`src/rtl/mmu_xlat.sv`:
```
`timescale 1ns/1ps
module mmu_xlat #(
  parameter int PA_W    = 40,
  parameter int ENTRIES = 8
) (
  input  logic            clk,
  input  logic            rst_n,
  input  logic            flush,
  input  logic [PA_W-1:0] pt_root,
  input  logic            req_valid,
  output logic            req_ready,
  input  logic [31:0]     req_vaddr,
  input  logic            req_write,
  input  logic            req_exec,
  input  logic            req_user,
  output logic            rsp_valid,
  output logic            rsp_fault,
  output logic            rsp_denied,
  output logic [PA_W-1:0] rsp_paddr,
  output logic            mem_req,
  output logic [PA_W-1:0] mem_addr,
  input  logic            mem_rvalid,
  input  logic [63:0]     mem_rdata
);
  localparam int FN_W = PA_W - 12;
  localparam int RR_W = (ENTRIES > 1) ? $clog2(ENTRIES) : 1;

  typedef enum logic [2:0] {S_IDLE, S_L1REQ, S_L1WAIT, S_L2REQ, S_L2WAIT, S_RETRY} st_t;
  st_t st;

  logic [31:0]        va_q;
  logic               wr_q, ex_q, us_q;
  logic [FN_W-1:0]    l1fn_q;
  logic [ENTRIES-1:0] vld, tbig, tw, tx, tu;
  logic [19:0]        tvpn [ENTRIES];
  logic [FN_W-1:0]    tfn  [ENTRIES];
  logic [RR_W-1:0]    rr;

  logic        idle, lk_wr, lk_ex, lk_us;
  logic [31:0] lk_va;
  assign idle  = (st == S_IDLE);
  assign lk_va = idle ? req_vaddr : va_q;
  assign lk_wr = idle ? req_write : wr_q;
  assign lk_ex = idle ? req_exec  : ex_q;
  assign lk_us = idle ? req_user  : us_q;

  logic            hit, h_big, h_w, h_x, h_u;
  logic [FN_W-1:0] h_fn;
  always_comb begin
    hit = 1'b0; h_big = 1'b0; h_w = 1'b0; h_x = 1'b0; h_u = 1'b0; h_fn = '0;
    for (int i = 0; i < ENTRIES; i++)
      if (vld[i] && (tbig[i] ? (tvpn[i][19:9] == lk_va[31:21]) : (tvpn[i] == lk_va[31:12]))) begin
        hit = 1'b1; h_big = tbig[i]; h_w = tw[i]; h_x = tx[i]; h_u = tu[i]; h_fn = tfn[i];
      end
  end

  logic            deny;
  logic [PA_W-1:0] h_pa;
  assign deny = (lk_wr && !h_w) || (lk_ex && !h_x) || (lk_us && !h_u);
  assign h_pa = h_big ? {h_fn[FN_W-1:9], lk_va[20:0]} : {h_fn, lk_va[11:0]};

  logic            pte_v, pte_big, fill;
  logic [FN_W-1:0] pte_fn;
  logic            unused_bits;
  assign pte_v       = mem_rdata[0];
  assign pte_big     = mem_rdata[1];
  assign pte_fn      = mem_rdata[PA_W-1:12];
  assign unused_bits = ^{mem_rdata[63:PA_W], mem_rdata[11:5]};
  assign fill = mem_rvalid && pte_v && (((st == S_L1WAIT) && pte_big) || (st == S_L2WAIT));

  assign req_ready = idle;
  assign mem_req   = (st == S_L1REQ) || (st == S_L2REQ);
  assign mem_addr  = (st == S_L1REQ) ? pt_root + PA_W'({va_q[31:21], 3'b000})
                                     : {l1fn_q, 12'h000} + PA_W'({va_q[20:12], 3'b000});

  always_ff @(posedge clk or negedge rst_n) begin
    if (!rst_n) begin
      st <= S_IDLE; rsp_valid <= 1'b0; rsp_fault <= 1'b0; rsp_denied <= 1'b0;
      rsp_paddr <= '0; va_q <= '0; wr_q <= 1'b0; ex_q <= 1'b0; us_q <= 1'b0; l1fn_q <= '0;
    end else begin
      rsp_valid <= 1'b0;
      case (st)
        S_IDLE: if (req_valid) begin
          va_q <= req_vaddr; wr_q <= req_write; ex_q <= req_exec; us_q <= req_user;
          if (hit) begin
            rsp_valid <= 1'b1; rsp_fault <= 1'b0; rsp_denied <= deny;
            rsp_paddr <= deny ? '0 : h_pa;
          end else st <= S_L1REQ;
        end
        S_L1REQ: st <= S_L1WAIT;
        S_L2REQ: st <= S_L2WAIT;
        S_L1WAIT, S_L2WAIT: if (mem_rvalid) begin
          if (!pte_v) begin
            rsp_valid <= 1'b1; rsp_fault <= 1'b1; rsp_denied <= 1'b0;
            rsp_paddr <= '0; st <= S_IDLE;
          end else if (st == S_L1WAIT && !pte_big) begin
            l1fn_q <= pte_fn; st <= S_L2REQ;
          end else st <= S_RETRY;
        end
        S_RETRY: if (hit) begin
          rsp_valid <= 1'b1; rsp_fault <= 1'b0; rsp_denied <= deny;
          rsp_paddr <= deny ? '0 : h_pa; st <= S_IDLE;
        end else st <= S_L1REQ;
        default: st <= S_IDLE;
      endcase
    end
  end

  always_ff @(posedge clk or negedge rst_n) begin
    if (!rst_n) begin
      vld <= '0; rr <= '0;
    end else if (flush) begin
      vld <= '0;
    end else if (fill) begin
      vld[rr] <= 1'b1;
      rr <= (rr == RR_W'(ENTRIES - 1)) ? '0 : rr + 1'b1;
    end
  end

  always_ff @(posedge clk) begin
    if (fill) begin
      tvpn[rr] <= va_q[31:12];
      tfn[rr]  <= pte_fn;
      tbig[rr] <= (st == S_L1WAIT);
      tw[rr]   <= mem_rdata[2];
      tx[rr]   <= mem_rdata[3];
      tu[rr]   <= mem_rdata[4];
    end
  end

  a_r1_hit_next_cycle: assert property (@(posedge clk) disable iff (!rst_n)
    (req_valid && req_ready && hit) |=> (rsp_valid && !rsp_fault));
  a_r6_one_error_kind: assert property (@(posedge clk) disable iff (!rst_n)
    rsp_valid |-> !(rsp_fault && rsp_denied));
  a_r6_error_zero_addr: assert property (@(posedge clk) disable iff (!rst_n)
    (rsp_valid && (rsp_fault || rsp_denied)) |-> (rsp_paddr == '0));
  a_r7_flush_empties: assert property (@(posedge clk) disable iff (!rst_n)
    flush |=> (vld == '0));
  a_r9_read_pulse: assert property (@(posedge clk) disable iff (!rst_n)
    mem_req |=> !mem_req);
  a_r9_busy_during_walk: assert property (@(posedge clk) disable iff (!rst_n)
    mem_req |-> !req_ready);
endmodule

```
`config.mk`:
```
export PLATFORM = sky130hd
export DESIGN_NAME = mmu_xlat
export DESIGN_NICKNAME = d
export VERILOG_FILES = /design/src/rtl/mmu_xlat.sv
export SDC_FILE = /design/constraint.sdc
export NUM_CORES = 1
export LEC_CHECK = 0
export BUFFER_PORTS_ARGS = -buffer_cell sky130_fd_sc_hd__buf_2
export CORE_MARGIN = 8
export CORE_UTILIZATION = 65
export CTS_CLUSTER_DIAMETER = 60
export DETAILED_ROUTE_END_ITERATION = 12
export PLACE_DENSITY = 0.85
export SYNTH_ARGS = -nofsm -noshare
export SYNTH_HDL_FRONTEND = slang
export SYNTH_SLANG_ARGS = --single-unit
```
`constraint.sdc`:
```
create_clock -name clk -period 12.4 [get_ports clk]
set_input_delay 2.48 -clock clk [delete_from_list [all_inputs] [get_ports clk]]
set_output_delay 2.48 -clock clk [all_outputs]
set_load 0.1 [all_outputs]
```
==> results_tabular.tex <==
\begin{tabular}{lr}
\hline
Metric & Value \\
\hline
\multicolumn{2}{l}{\textbf{Run status}} \\
Run status & finished, final reports clean \\
\multicolumn{2}{l}{\textbf{GRT}} \\
Wire length of the first global-routing pass & 112600 µm \\
Overall track demand over capacity in global routing & 0.3157 \\
Total global routing overflow & 0 \\
Number of antenna violations at the first check in global routing & 6 \\
Pin count of the biggest net entering global routing & 73 \\
Via count of the first global-routing pass & 19331 \\
\multicolumn{2}{l}{\textbf{Synthesis}} \\
Async S/R FF share, synth & 0.2239 \\
Post-Synth Adder-Cell Area & 0.007160 \\
Syn Area/Cell & 12.46 µm² \\
Most used flip-flop cell after synthesis & edfxtp\_1 \\
Top post-synthesis cells by area & edfxtp\_1 (49\%), dfrtp\_1 (12\%), mux2\_2 (3.5\%) \\
Synth unique cells & 86 \\
Commonest cells post-synth & edfxtp\_1 (416), nand2\_1 (170), dfrtp\_1 (120) \\
Count of state elements after synthesis & 536 \\
Post-Syn Instances & 2047 \\
Combinational family with the most area after synthesis & compound AO/OA/AOI/OAI gates \\
Share of the yosys chip area belonging to registers & 0.6073 \\
Number of enable-type register cells in the synthesized netlist & 416 \\
Netlist area before placement & 25510 µm² \\
Most frequent cell after synthesis & edfxtp\_1 \\
Post-synthesis compound-gate area fraction & 0.1336 \\
Xor and xnor area share after synthesis & 0.06282 \\
Number of warning messages in the yosys log & 0 \\
Post-synth net total & between 2000 and 2500 \\
Fraction of synthesized area in multiplexers & 0.05287 \\
Proportion of netlist area held by the largest area contributor & 0.4896 \\
Post-synthesis share of cell area spent on and, or, nand and nor gates & 0.1023 \\
Dominant cell type by area after synthesis & edfxtp\_1 \\
\multicolumn{2}{l}{\textbf{Timing}} \\
Final min period & 9414 ps \\
Worst Hold Slack & approximately 480 ps \\
Final Slew Violations & 0 \\
Slew headroom & 0.2339 \\
Count of endpoints failing hold in the final timing report & 0 \\
Maximum clock frequency & between 0.1 and 0.15 GHz \\
Final-layout setup total negative slack & 0 ps \\
Worst Tran Pin Value & 1137 ps \\
Number of failing setup endpoints in the final timing report & 0 \\
Clock tree skew after final layout & 18.53 ps \\
RSZ-0062 raised after global routing & no \\
Period utilisation layout & 0.7592 \\
\multicolumn{2}{l}{\textbf{Placed design}} \\
Hpwl dp & 46110 µm \\
\# port buffers & 197 \\
Final estimated routing congestion in global placement & 0.9201 \\
Placed cell count & 2671 \\
\multicolumn{2}{l}{\textbf{Min path}} \\
Classification of the worst-slack hold path & reg -> reg \\
WHS Path Cells & 1 \\
\multicolumn{2}{l}{\textbf{Critical path}} \\
Critical-path cell list & buf\_2, ha\_1, inv\_1, fa\_1, nor2b\_1, o21ai\_0, a21boi\_0, o21ai\_0, a21boi\_0, o21ai\_0, a21boi\_0, o2111ai\_1, a21boi\_1, mux2\_2, nand2\_1, buf\_2 \\
Crit path DAT & 6930 ps \\
Critical-path cell with the highest stage delay & a21boi\_1 \\
Max Fanout on Critical Path & 6 \\
Stage delay of the slowest cell on the critical path & slightly below 900 ps \\
Number of buffer and inverter stages on the critical path & 3 \\
Reg2reg path depth & 13 \\
Worst path depth & 16 \\
Crit path capture type & output pin \\
Kind of start point of the critical path & input pin \\
Setup CP Type & in -> out \\
Data required time of the worst path & 9920 ps \\
Family with the most delay on the worst path & compound AO/OA/AOI/OAI gates \\
\multicolumn{2}{l}{\textbf{Routing}} \\
\# DRC & 0 \\
Via density per instance & 6.838 \\
Detailed Route Iter0 Violations & 2615 \\
DR vias & 18968 \\
Wire length reported by the detailed router & $\sim$75000 µm \\
Average wire length per cell after detail routing & 26.86 µm \\
Antenna Violating Nets Remaining & 0 \\
Router iterations before antenna repair & 8 \\
\multicolumn{2}{l}{\textbf{Floorplanning}} \\
Starting utilization of the core area & 0.6586 \\
Die W & 214.1 µm \\
Total Die Area & 45850 µm² \\
Std cell rows & 72 \\
Core footprint & 38740 µm² \\
Die H & 214.1 µm \\
Number of top-level design ports & 229 \\
\multicolumn{2}{l}{\textbf{Power and ir drop}} \\
Total power density per cell area & between 200 and 250 nW/µm² \\
Internal power consumption & between 3 and 4 mW \\
LEAKAGE & 10.69 nW \\
Sw Ratio & 0.4230 \\
Clk pwr share & 0.247 \\
VDD IR-drop max & $\sim$0.31 mV \\
Flop pwr share & 0.373 \\
Comb power frac & 0.380 \\
Switch Pwr & 2.730 mW \\
\multicolumn{2}{l}{\textbf{Finish}} \\
Layout cell share with drive strength beyond 1 & 0.1985 \\
Fillers & between 2000 and 2500 \\
Final net count & 2367 \\
Number of cells in the finished layout apart from fillers & 2774 \\
Area growth syn-to-layout & 12.37\% \\
\multicolumn{2}{l}{\textbf{Clocking}} \\
CTS sink cnt & 536 \\
Cts bufs inserted & 54 \\
Buffers inserted during post-CTS setup optimization & 0 \\
Clock Tree Buf Depth & 3 \\
CTS tree & built \\
Total of cells resized after clock tree synthesis & 0 \\
Clk Tree Root Cell & clkbuf\_16 \\
Hold buffers post-CTS & 0 \\
Insertion delay of the later-clocked pin in the worst-skew pair & $\sim$600 ps \\
Number of H-tree branching levels & 2 \\
Clock transition at the registers of the reported paths & roughly 60 ps \\
\multicolumn{2}{l}{\textbf{Run}} \\
Max-cap violation count & 0 \\
\hline
\end{tabular}
[stage by stage]
step	worst slack [ps]	power, mW	area (µm²)	util
after floorplan	3271	4.227	25510	-
after global placement	3120	4.765	26940	0.6955
after detailed placement	3052	4.837	26940	0.6955
after CTS	3022	6.416	28660	0.7399
after global routing	2636	6.658	28670	0.7401
final	2987	6.454	28670	0.7401
[area by class of cell]
cell class | instances | area [µm²] | share of cell area
sequential | 536 | 15490 | 0.5405
multi-input combinational | 1306 | 9239 | 0.3222
clock buffer | 79 | 1525 | 0.05320
timing repair buffer | 232 | 1255 | 0.04377
tap | 518 | 648.1 | 0.02261
inverter | 79 | 304.0 | 0.01060
clock inverter | 20 | 193.9 | 0.006764
antenna | 4 | 10.01 | 0.0003491
[worst paths after layout]
kind / start / end / slack [ps]
hold / removal: rsp_paddr[21]$_DFFE_PN0P_ / rsp_paddr[21]$_DFFE_PN0P_ / 480
setup reg to reg: st[2]$_DFFE_PN0P_ / rsp_paddr[3]$_DFFE_PN0P_ / 5500
hold reg to reg: rsp_paddr[21]$_DFFE_PN0P_ / rsp_paddr[21]$_DFFE_PN0P_ / 480
setup / recovery: pt_root[3] / mem_addr[29] / 2990
min in group asynchronous: rst_n / va_q[2]$_DFFE_PN0P_ / 1870
max in group asynchronous: rst_n / rsp_paddr[29]$_DFFE_PN0P_ / 9140
[per-layer routing]
layer / wire length (µm) / share of wire / vias to the layer above / GRT usage
li1: - / - / 8009 / -
met1: 27040 / 0.36 / 9199 / 0.3996
met2: 34650 / 0.47 / 1450 / 0.5011
met3: 8712 / 0.12 / 304 / 0.07574
met4: 4063 / 0.055 / 6 / 0.1702
met5: 37 / 0.00050 / - / 0
[worst reg2reg max path, stage by stage (launching register included)]
cell and delay [ps]:
dfrtp_1 500, or3_2 780, inv_8 500, mux2i_4 620
xnor2_1 140, or3_1 450, nor4_1 780, nand2_1 620
and3_1 400, nand3_1 140, nand2_1 210, or4b_2 1090
buf_4 400, o2bb2ai_2 200
[kinds of logic after synthesis]
kind of cell / Yosys count
AO/OA/AOI/OAI: 456
XOR/XNOR: 183
buffers and inverters: 205
AND/OR/NAND/NOR: 531
flip-flops: 536
multiplexers: 122
adder cells (fa/ha/maj): 14
[sequential cells by signal, summed over array words and instances (netlist names), 3 cells and up]
signal,flops
tbig,8
tfn,224
l1fn_q,28
tx,8
rsp_paddr,40
tvpn,160
tu,8
va_q,32
vld,8
rr,3
st,3
tw,8
[cells in the final DEF, fill, tap and decap left out, types with 29 or more instances in the layout]
master	count
o21ai_0	98
nor3_1	56
inv_1	77
edfxtp_1	416
mux2_2	80
xor2_1	81
nand3_1	67
buf_2	196
clkbuf_16	54
mux2i_1	37
buf_4	35
xnor2_1	102
a21oi_1	53
nor2_1	65
o22ai_1	29
dfrtp_1	120
nand2_1	169
[power groups by stage]
stage / sequential [mW] / combinational, mW / clock (mW)
2_1_floorplan: 2.34 / 1.88 / 0
3_3_place_gp: 2.41 / 2.36 / 0
3_5_place_dp: 2.43 / 2.41 / 0
4_1_cts: 2.39 / 2.43 / 1.60
5_1_grt: 2.42 / 2.57 / 1.67
6_report: 2.41 / 2.45 / 1.59
No activity file was read; power rests on OpenSTA's default activity.
